==> config.mk <==
export PLATFORM = sky130hd
export DESIGN_NAME = hub_arbiter
export DESIGN_NICKNAME = d
export VERILOG_FILES = /design/src/rtl/hub_arb_pkg.sv /design/src/rtl/hub_dma_select.sv /design/src/rtl/hub_cpu_fsm.sv /design/src/rtl/hub_dma_fsm.sv /design/src/rtl/hub_arbiter.sv
export SDC_FILE = /design/constraint.sdc
export NUM_CORES = 1
export LEC_CHECK = 0
export CAP_MARGIN = 15
export CORE_ASPECT_RATIO = 0.9
export CORE_UTILIZATION = 48
export DETAILED_ROUTE_END_ITERATION = 10
export DONT_BUFFER_PORTS = 1
export MAX_ROUTING_LAYER = met4
export SLEW_MARGIN = 25
export SYNTH_ARGS = -nofsm -noshare
export SYNTH_HDL_FRONTEND = slang
export SYNTH_SLANG_ARGS = --single-unit
==> constraint.sdc <==
create_clock -name clk -period 3 [get_ports clk]
set_clock_uncertainty 0.2 [all_clocks]
set_input_delay 0.6 -clock clk [delete_from_list [all_inputs] [get_ports clk]]
set_output_delay 0.6 -clock clk [all_outputs]
set_load 0.005 [all_outputs]
==> src/rtl/hub_arb_pkg.sv <==
package hub_arb_pkg;
    typedef enum logic {
        C_IDLE = 1'b0,
        C_OWN  = 1'b1
    } cpu_state_e;

    typedef enum logic {
        D_IDLE  = 1'b0,
        D_BURST = 1'b1
    } dma_state_e;
endpackage

==> src/rtl/hub_dma_select.sv <==
module hub_dma_select #(
    parameter int NUM_CH  = 24,
    parameter int PRIO_W  = 3,
    parameter int SPOKE_W = 3,
    localparam int CH_W   = $clog2(NUM_CH)
) (
    input  logic [NUM_CH-1:0]          ch_req,
    input  logic [NUM_CH*PRIO_W-1:0]   ch_prio,
    input  logic [NUM_CH*SPOKE_W-1:0]  ch_spoke,
    output logic                       found,
    output logic [CH_W-1:0]            win_ch,
    output logic [SPOKE_W-1:0]         win_spoke
);
    logic [PRIO_W-1:0] best_prio;

    // Linear scan: a strictly smaller level replaces the incumbent, so on
    // equal levels the lowest channel number is kept.
    always_comb begin
        found     = 1'b0;
        win_ch    = '0;
        win_spoke = '0;
        best_prio = '1;
        for (int i = 0; i < NUM_CH; i++) begin
            if (ch_req[i] && (!found || ch_prio[i*PRIO_W +: PRIO_W] < best_prio)) begin
                found     = 1'b1;
                win_ch    = CH_W'(i);
                best_prio = ch_prio[i*PRIO_W +: PRIO_W];
                win_spoke = ch_spoke[i*SPOKE_W +: SPOKE_W];
            end
        end
    end
endmodule

==> src/rtl/hub_cpu_fsm.sv <==
module hub_cpu_fsm
    import hub_arb_pkg::*;
#(
    parameter int SPOKE_W = 3
) (
    input  logic               clk,
    input  logic               rst_n,
    input  logic               cpu_req,
    input  logic [SPOKE_W-1:0] cpu_spoke,
    input  logic               cpu_lock,
    input  logic               dma_keep,
    input  logic [SPOKE_W-1:0] dma_keep_spoke,
    output logic               nxt_gnt,
    output logic [SPOKE_W-1:0] nxt_spoke,
    output logic               gnt,
    output logic [SPOKE_W-1:0] spoke_q
);
    cpu_state_e state, state_n;
    logic       blocked;

    assign blocked = dma_keep && (dma_keep_spoke == cpu_spoke);

    always_comb begin
        state_n   = C_IDLE;
        nxt_spoke = '0;
        unique case (state)
            C_IDLE: begin
                if (cpu_req && !blocked) begin
                    state_n   = C_OWN;
                    nxt_spoke = cpu_spoke;
                end
            end
            C_OWN: begin
                if (cpu_lock) begin
                    state_n   = C_OWN;
                    nxt_spoke = spoke_q;
                end else if (cpu_req && !blocked) begin
                    state_n   = C_OWN;
                    nxt_spoke = cpu_spoke;
                end
            end
            default: state_n = C_IDLE;
        endcase
        nxt_gnt = (state_n == C_OWN);
    end

    always_ff @(posedge clk or negedge rst_n) begin
        if (!rst_n) begin
            state   <= C_IDLE;
            spoke_q <= '0;
        end else begin
            state   <= state_n;
            spoke_q <= nxt_spoke;
        end
    end

    always_comb begin
        gnt = (state == C_OWN);
    end

    assert_lock_hold_R8: assert property (@(posedge clk) disable iff (!rst_n)
        (gnt && cpu_lock) |=> (gnt && $stable(spoke_q)));

    assert_no_grant_into_burst_R6: assert property (@(posedge clk) disable iff (!rst_n)
        (!(gnt && cpu_lock) && blocked) |=> !(gnt && spoke_q == $past(cpu_spoke)));
endmodule

==> src/rtl/hub_dma_fsm.sv <==
module hub_dma_fsm
    import hub_arb_pkg::*;
#(
    parameter int CH_W    = 5,
    parameter int SPOKE_W = 3
) (
    input  logic               clk,
    input  logic               rst_n,
    input  logic               found,
    input  logic [CH_W-1:0]    win_ch,
    input  logic [SPOKE_W-1:0] win_spoke,
    input  logic               burst_end,
    input  logic               cpu_nxt_gnt,
    input  logic [SPOKE_W-1:0] cpu_nxt_spoke,
    output logic               keep,
    output logic               gnt,
    output logic [CH_W-1:0]    ch_q,
    output logic [SPOKE_W-1:0] spoke_q
);
    dma_state_e         state, state_n;
    logic [CH_W-1:0]    ch_n;
    logic [SPOKE_W-1:0] spoke_n;

    always_comb begin
        state_n = state;
        ch_n    = ch_q;
        spoke_n = spoke_q;
        unique case (state)
            D_IDLE: begin
                ch_n    = '0;
                spoke_n = '0;
                if (found && !(cpu_nxt_gnt && cpu_nxt_spoke == win_spoke)) begin
                    state_n = D_BURST;
                    ch_n    = win_ch;
                    spoke_n = win_spoke;
                end
            end
            D_BURST: begin
                if (burst_end) begin
                    state_n = D_IDLE;
                    ch_n    = '0;
                    spoke_n = '0;
                end
            end
            default: state_n = D_IDLE;
        endcase
    end

    always_ff @(posedge clk or negedge rst_n) begin
        if (!rst_n) begin
            state   <= D_IDLE;
            ch_q    <= '0;
            spoke_q <= '0;
        end else begin
            state   <= state_n;
            ch_q    <= ch_n;
            spoke_q <= spoke_n;
        end
    end

    always_comb begin
        gnt  = (state == D_BURST);
        keep = (state == D_BURST) && !burst_end;
    end

    assert_burst_hold_R6: assert property (@(posedge clk) disable iff (!rst_n)
        (gnt && !burst_end) |=> (gnt && $stable(ch_q) && $stable(spoke_q)));

    assert_burst_release_R7: assert property (@(posedge clk) disable iff (!rst_n)
        (gnt && burst_end) |=> !gnt);
endmodule

==> src/rtl/hub_arbiter.sv <==
module hub_arbiter #(
    parameter int NUM_SPOKES = 8,
    parameter int NUM_CH     = 24,
    parameter int PRIO_W     = 3,
    localparam int SPOKE_W   = $clog2(NUM_SPOKES),
    localparam int CH_W      = $clog2(NUM_CH)
) (
    input  logic                      clk,
    input  logic                      rst_n,
    input  logic                      cpu_req,
    input  logic [SPOKE_W-1:0]        cpu_spoke,
    input  logic                      cpu_lock,
    input  logic [NUM_CH-1:0]         dma_ch_req,
    input  logic [NUM_CH*PRIO_W-1:0]  dma_ch_prio,
    input  logic [NUM_CH*SPOKE_W-1:0] dma_ch_spoke,
    input  logic                      dma_burst_end,
    output logic                      cpu_gnt,
    output logic [NUM_SPOKES-1:0]     cpu_sel,
    output logic                      dma_gnt,
    output logic [NUM_SPOKES-1:0]     dma_sel,
    output logic [CH_W-1:0]           dma_win_ch
);
    logic               sel_found;
    logic [CH_W-1:0]    sel_ch;
    logic [SPOKE_W-1:0] sel_spoke;
    logic               cpu_nxt_gnt;
    logic [SPOKE_W-1:0] cpu_nxt_spoke;
    logic [SPOKE_W-1:0] cpu_spoke_q;
    logic               dma_keep;
    logic [SPOKE_W-1:0] dma_spoke_q;

    hub_dma_select #(.NUM_CH(NUM_CH), .PRIO_W(PRIO_W), .SPOKE_W(SPOKE_W)) u_select (
        .ch_req    (dma_ch_req),
        .ch_prio   (dma_ch_prio),
        .ch_spoke  (dma_ch_spoke),
        .found     (sel_found),
        .win_ch    (sel_ch),
        .win_spoke (sel_spoke)
    );

    hub_cpu_fsm #(.SPOKE_W(SPOKE_W)) u_cpu (
        .clk            (clk),
        .rst_n          (rst_n),
        .cpu_req        (cpu_req),
        .cpu_spoke      (cpu_spoke),
        .cpu_lock       (cpu_lock),
        .dma_keep       (dma_keep),
        .dma_keep_spoke (dma_spoke_q),
        .nxt_gnt        (cpu_nxt_gnt),
        .nxt_spoke      (cpu_nxt_spoke),
        .gnt            (cpu_gnt),
        .spoke_q        (cpu_spoke_q)
    );

    hub_dma_fsm #(.CH_W(CH_W), .SPOKE_W(SPOKE_W)) u_dma (
        .clk           (clk),
        .rst_n         (rst_n),
        .found         (sel_found),
        .win_ch        (sel_ch),
        .win_spoke     (sel_spoke),
        .burst_end     (dma_burst_end),
        .cpu_nxt_gnt   (cpu_nxt_gnt),
        .cpu_nxt_spoke (cpu_nxt_spoke),
        .keep          (dma_keep),
        .gnt           (dma_gnt),
        .ch_q          (dma_win_ch),
        .spoke_q       (dma_spoke_q)
    );

    for (genvar s = 0; s < NUM_SPOKES; s++) begin : g_sel
        assign cpu_sel[s] = cpu_gnt && (cpu_spoke_q == SPOKE_W'(s));
        assign dma_sel[s] = dma_gnt && (dma_spoke_q == SPOKE_W'(s));
    end

    assert_exclusive_R9: assert property (@(posedge clk) disable iff (!rst_n)
        (cpu_sel & dma_sel) == '0);

    assert_cpu_wins_tie_R4: assert property (@(posedge clk) disable iff (!rst_n)
        (!cpu_gnt && !dma_gnt && cpu_req && sel_found && sel_spoke == cpu_spoke)
        |=> (cpu_gnt && !dma_gnt));

    assert_dual_grant_R3: assert property (@(posedge clk) disable iff (!rst_n)
        (!cpu_gnt && !dma_gnt && cpu_req && sel_found && sel_spoke != cpu_spoke)
        |=> (cpu_gnt && dma_gnt));

    assert_sel_onehot_R2: assert property (@(posedge clk) disable iff (!rst_n)
        $onehot0(cpu_sel) && $onehot0(dma_sel));
endmodule

; ---- After elaboration in Yosys (flattened, before gate mapping)
; Index checks and enable logic that the tools add are counted.
[classes]
order_cmp = 23
n_eq_ne = 17
n_mux = 109
bitwise = 2
reduce_logical = 95
[op_table]
columns = op, count
row1 = 3-bit 2-to-1 mux, 55
row2 = 3-bit < comparator, 23
row3 = 5-bit 2-to-1 mux, 10
row4 = 1-bit logical AND, 44
row5 = 4-bit 2-to-1 mux, 8
row6 = 1-bit 2-to-1 mux, 29
row7 = 1-bit zero test, 26
row8 = 3-bit equality test (second input constant), 8
row9 = 1-bit logical OR, 23
row10 = 3-bit by 2-bit equality test with 1-bit output (second input constant), 4
row11 = 3-bit one-hot mux with 2 select lines, 2
row12 = 5-bit one-hot mux with 2 select lines, 1
row13 = 3-bit by 1-bit equality test with 1-bit output (second input constant), 2
row14 = 3-bit equality test, 2
row15 = 3-bit zero test, 2
row16 = 2-bit 2-to-1 mux, 2
row17 = 1-bit one-hot mux with 2 select lines, 2
row18 = 2-bit inequality test (second input constant), 1
row19 = 1-bit NOT, 2
[totals]
register_bits = 13
inputBits = 176
output_inout_bits = 23
elab_cells = 251

; ---- Longest topological paths before layout
[logic_depth]
ltp_word = 99
depth_mapped = 180
mapped_depth_nobuf = 174

; ---- Modules after synthesis
; From an unflattened synthesis, not the netlist that was laid out.
[hier_totals]
hier_cells = 811
area_unflattened_um2 = 5580.4
[by_module_without_submodules]
columns = module, instances, cells_per_inst, area_per_inst_um2, seq_area_each_um2
row1 = hub_dma_select, 1, 749, 4807.1, 0.0
row2 = hub_dma_fsm, 1, 25, 371.6, 225.2
row3 = hub_cpu_fsm, 1, 21, 209.0, 100.1
row4 = hub_arbiter, 1, 16, 192.7, 0.0

; ---- Worst setup path before layout
; Ideal clock, no wire load.
[synth_timing]
path_kind = input to register
startpoint = in dma_ch_req[0]
endpoint = reg u_dma.spoke_q[0]
setup_time_ps = 122
t_arrival_ps = 30728
required_time_ps = 2678
setup_slack_ps = -28050
stages = 165
n_path_buf = 6
cell_sequence = buf_2 a21oi_1 inv_1 ha_1 nand2b_1 a31oi_1 a21oi_1 o21ai_1 nand2_1 o21ai_0 inv_1 ha_1 and2_0 nand4_4 nand3_1 nor2_1 a21oi_1 inv_1 (+129 left out) clkbuf_1 mux2i_1 ha_1 a21oi_1 nor2_1 nor3b_1 a31o_2 clkbuf_1 nor2_1 a21oi_1 ha_1 o21a_1 a311o_1 a31oi_4 mux2_2 xor2_1 or4_4 a32o_1
[synth_via]
elab_chain_cells = 99
elab_cells_between_ends = 169
cone_classes = order compare: 23 / eq/ne: 1 / mux: 73 / reduce/logical: 72
[synth_rtl]
columns = item, line_no
row1 = start: declaration, hub_arbiter.sv:13  ; input logic [NUM_CH-1:0] dma_ch_req,
row2 = 3-bit 2-to-1 mux / 1-bit 2-to-1 mux (equally long branches), hub_dma_select.sv:24  ; if (ch_req[i] && (!found || ch_prio[i*PRIO_W +: PRIO_W] < best_prio)) begin
row3 = 3-bit < comparator / 1-bit zero test (equally long branches), hub_dma_select.sv:24
row4 = 1-bit logical OR, hub_dma_select.sv:24
row5 = 1-bit logical AND, hub_dma_select.sv:24
row6 = 3-bit 2-to-1 mux / 1-bit 2-to-1 mux (equally long branches), hub_dma_select.sv:24
row7 = 3-bit < comparator / 1-bit zero test (equally long branches), hub_dma_select.sv:24
row8 = 1-bit logical OR, hub_dma_select.sv:24
row9 = 1-bit logical AND, hub_dma_select.sv:24
row10 = (+83 left out), -
row11 = 1-bit logical AND, hub_dma_select.sv:24
row12 = 3-bit 2-to-1 mux, hub_dma_select.sv:24
row13 = 3-bit equality test, hub_dma_fsm.sv:32  ; if (found && !(cpu_nxt_gnt && cpu_nxt_spoke == win_spoke)) begin
row14 = 1-bit logical AND, hub_dma_fsm.sv:32
row15 = 1-bit zero test, hub_dma_fsm.sv:32
row16 = 1-bit logical AND, hub_dma_fsm.sv:32
row17 = 3-bit 2-to-1 mux *, hub_dma_fsm.sv:32
row18 = 3-bit one-hot mux with 2 select lines *, hub_dma_fsm.sv:28  ; unique case (state)
row19 = end signal: assignment, hub_dma_fsm.sv:57  ; spoke_q <= spoke_n;
row20 = end: declaration, hub_dma_fsm.sv:18  ; output logic [SPOKE_W-1:0] spoke_q
; Mark *: on every way between the ends. The rest lies on a longest branch, timed or not.
; A chain may end at the register's enable or synchronous reset.

; ---- Worst setup path after layout
[layout_timing]
startpoint = in dma_ch_req[1]
endpoint = reg u_dma.spoke_q[1]
[layout_via]
elab_chain_cells = 96
elab_cells_between_ends = 163
cone_classes = order compare: 22 / eq/ne: 1 / mux: 70 / reduce/logical: 70
[layout_rtl]
columns = item, line_no
row1 = 1-bit logical AND *, hub_dma_select.sv:24
row2 = 3-bit 2-to-1 mux / 1-bit 2-to-1 mux (equally long branches), hub_dma_select.sv:24
row3 = 3-bit < comparator / 1-bit zero test (equally long branches), hub_dma_select.sv:24
row4 = 1-bit logical OR, hub_dma_select.sv:24
row5 = 1-bit logical AND, hub_dma_select.sv:24
row6 = 3-bit 2-to-1 mux / 1-bit 2-to-1 mux (equally long branches), hub_dma_select.sv:24
row7 = 3-bit < comparator / 1-bit zero test (equally long branches), hub_dma_select.sv:24
row8 = 1-bit logical OR, hub_dma_select.sv:24
row9 = (+80 left out), -
row10 = 1-bit logical AND, hub_dma_select.sv:24
row11 = 3-bit 2-to-1 mux, hub_dma_select.sv:24
row12 = 3-bit equality test, hub_dma_fsm.sv:32
row13 = 1-bit logical AND, hub_dma_fsm.sv:32
row14 = 1-bit zero test, hub_dma_fsm.sv:32
row15 = 1-bit logical AND, hub_dma_fsm.sv:32
row16 = 3-bit 2-to-1 mux *, hub_dma_fsm.sv:32
row17 = 3-bit one-hot mux with 2 select lines *, hub_dma_fsm.sv:28
; Marks and branches as above.

==> qor.yml <==
result_of_the_run: "finished with violations"
violations: "DRC, setup timing"
required_ns: 2.92
place_congestion: 0.958
proportion_of_synthesized_chip_area_in_sequential_cells_pct: 5.74
timing.final.max_slew_violations: 0
topRoutingLayerUsed: "met4"
tritoncts.num_buffers: 3
final_period_minus_worst_setup_slack_ns: 27.39
synth-main-ff-cell: "sky130_fd_sc_hd__dfrtp_1"
top_level_i_o_count: 199
detail_route.wirelength.met1_mm: 10.7
drt.antenna.violating_nets: 0
hp-class: "flip-flop to flip-flop"
max_slew_margin_pct: 43.1
synthSimpleGateAreaFrac_pct: 33.5
final_critical_path_setup_slack_ns: -24.39
clock_tree.htree_level_count: 1
global_route.overflow_total: 0
grt_start_max_net_pins: 16
wire_length_of_the_first_global_routing_pass_mm: 41.9
area.growth.synth_to_final_pct: 77.7
route.vias.total: 9693
synth_compound_area_share_pct: 45.3
dpl_cell_area_um2: 8430
dpl.hpwl_mm: 19.1
criticalPathCategory: "input port to flip-flop"
critical-path-top-cell-by-count: "sky130_fd_sc_hd__ha_4"
iteration_0_drc_count_of_the_detailed_router: 1271
netlist_area_um2: 5670
mostFrequentLayoutCell: "sky130_fd_sc_hd__buf_4"
most-common-layout-cells: "sky130_fd_sc_hd__buf_4 (401), sky130_fd_sc_hd__nand2_1 (107), sky130_fd_sc_hd__nor2_1 (77), sky130_fd_sc_hd__a21oi_1 (57), sky130_fd_sc_hd__o21ai_0 (39)"
postLayoutCoreUtil_pct: 87.7
finalSetupTns_ns: -218.73
initial_core_util_pct: 49.3
synth_nets: 1053
tritoncts: "yes"
startpoint: "dma_ch_req[1]"
drc: 5
synth_xor_xnor_area_share_pct: 0.928
number_of_diodes: 0
worst_setup_hold_path_clk_slew_ns: 0.05
synth-async-reset-ratio_pct: 100
grt_antenna_before_repair: 0
final-setup-viol-count: 9
core_area_um2: 11500
critical-path-slowest-cell: "sky130_fd_sc_hd__or4_4"
die_height_um: 105
synth_edf_count: 0
avgRoutedWirePerCell_um: 22.9
synth-adder-area-share_pct: 6.01
critical_path.max_fanout: 5
slowest_delay_ns: 0.55
cts_root_buf: "sky130_fd_sc_hd__clkbuf_16"
yosysWarnings: 0
drive_gt1_share_pct: 49.6
die_area_um2: 12200
max_freq_mhz: 36.5
fin_crit_sh_pct: 913
via_per_inst: 6.87
postSynthRegisterBits: 13
met3WireLength_mm: 4.03
stdcell_area_um2: 10100
cts_buffer_depth: 2
synth.area.mux_share_pct: 4.99
setup.worst_path.end_class: "flip-flop"
holdCritStartpoint: "u_dma.ch_q[3]"
rsz0062_at_grt: "true"
std_cell_rows: 37
timing.critical_path.arrival_ns: 27.31
via_count_of_the_first_global_routing_pass: 9097
r2r-start: "u_dma.gnt"
hold_ws_ns: 0.325
max_cap_violations: 0
synth_top_family_by_area: "compound AO/OA/AOI/OAI gates"
ys_types: 103
detailroute.wirelength.met2_mm: 14.5
worst-slew-pin-transition_ns: 0.852
syn-mean-instance-area_um2: 6.64
critPathLaunchType: "input port"
die_span_x_um: 117
final-hold-violation-count: 0
numClockSinks: 13
clock_latency_ns: 0.24
post_synthesis_cell_count: 853
nNetsFinal: 1455
placement.io_buffers: 0
totalWireLength_mm: 32.4
drt_pre_antenna_iters: 11
groute.usage.overall_pct: 43.9
==> layer usage <==
metal	GRT usage (%)	up-vias
met4	27.0	0
met3	11.9	363
met5	-	-
li1	-	4061
met1	42.5	4403
met2	76.6	866
==> cell usage after synthesis (all sizes together), types with 9 or more instances <==
master  instances  area [µm²]
nor2           95         359
inv            42         158
ha             24         300
o21a           15         114
nand3          21         105
a21oi          73         369
a31oi          19         140
o31ai           9        72.6
and2           26         165
nor2b          14        95.1
a211oi         20         180
nand2         118         443
o211ai         18         159
a211o          10        87.6
or3            14        87.6
mux2i          20         200
nand2b         29         181
and3           13        86.3
o21ai          75         383
a21o           10        75.1
nor3           22         110
or2             9        56.3
dfrtp          13         325
==> worst paths after layout <==
| kind | to | slack (ns) | cells after the start |
|---|---|---|---|
| min reg2reg | u_dma.ch_q[3] | 0.32 | 2 |
| max in group asynchronous | u_dma.ch_q[2] | 1.59 | 1 |
| min | u_dma.ch_q[3] | 0.32 | 2 |
| max reg2reg | u_dma.spoke_q[1] | 0.38 | 7 |
| max | u_dma.spoke_q[1] | -24.39 | 167 |
| min in group asynchronous | u_dma.spoke_q[2] | 0.61 | 1 |
==> per-stage QoR <==
stage	instances	setup slack (ns)
finish	1410	-24.39
global route	1410	-25.55
CTS	1378	-22.81
detailed placement	1272	-24.40
global placement	1272	-23.49
floorplan	853	-24.83
==> flip-flops by register name, summed over array words and instances, names as in the netlist <==
register / flops
u_dma.gnt: 1
u_cpu.spoke_q: 3
u_cpu.gnt: 1
u_dma.spoke_q: 3
u_dma.ch_q: 5
==> critical path: cells and delay by family <==
kind | cells | cell delay [ns]
xor+xnor | 1 | 0.08
buf+inv | 22 | 1.90
fa+ha+maj | 22 | 5.08
compound gates | 64 | 10.16
simple gates | 49 | 6.85
mux | 9 | 2.57
==> cells by family after synthesis <==
family / Yosys count
fa+ha+maj: 28
flops: 13
compound gates: 343
simple gates: 383
mux: 27
xor+xnor: 6
buf+inv: 53
==> repair_timing <==
item                                    4_1_cts  5_1_grt
endpoints found under the hold margin        13        0
resized for setup                            58       60
pin swaps                                    97       53
hold buffers                                  1        0
setup buffers                               101       33
endpoints found under the setup margin        9        9
==> layout make-up <==
| cell class | count | area [µm²] |
|---|---|---|
| Sequential cell | 13 | 325 |
| Fill cell | 591 | 1420 |
| Inverter | 42 | 168 |
| Multi-Input combinational cell | 787 | 6210 |
| Tap cell | 156 | 195 |
| Clock buffer | 4 | 78.8 |
| Timing Repair Buffer | 408 | 3090 |
Power is not shown: default switching activity piles up to over one toggle a cycle in this logic, so the estimate is an artifact.
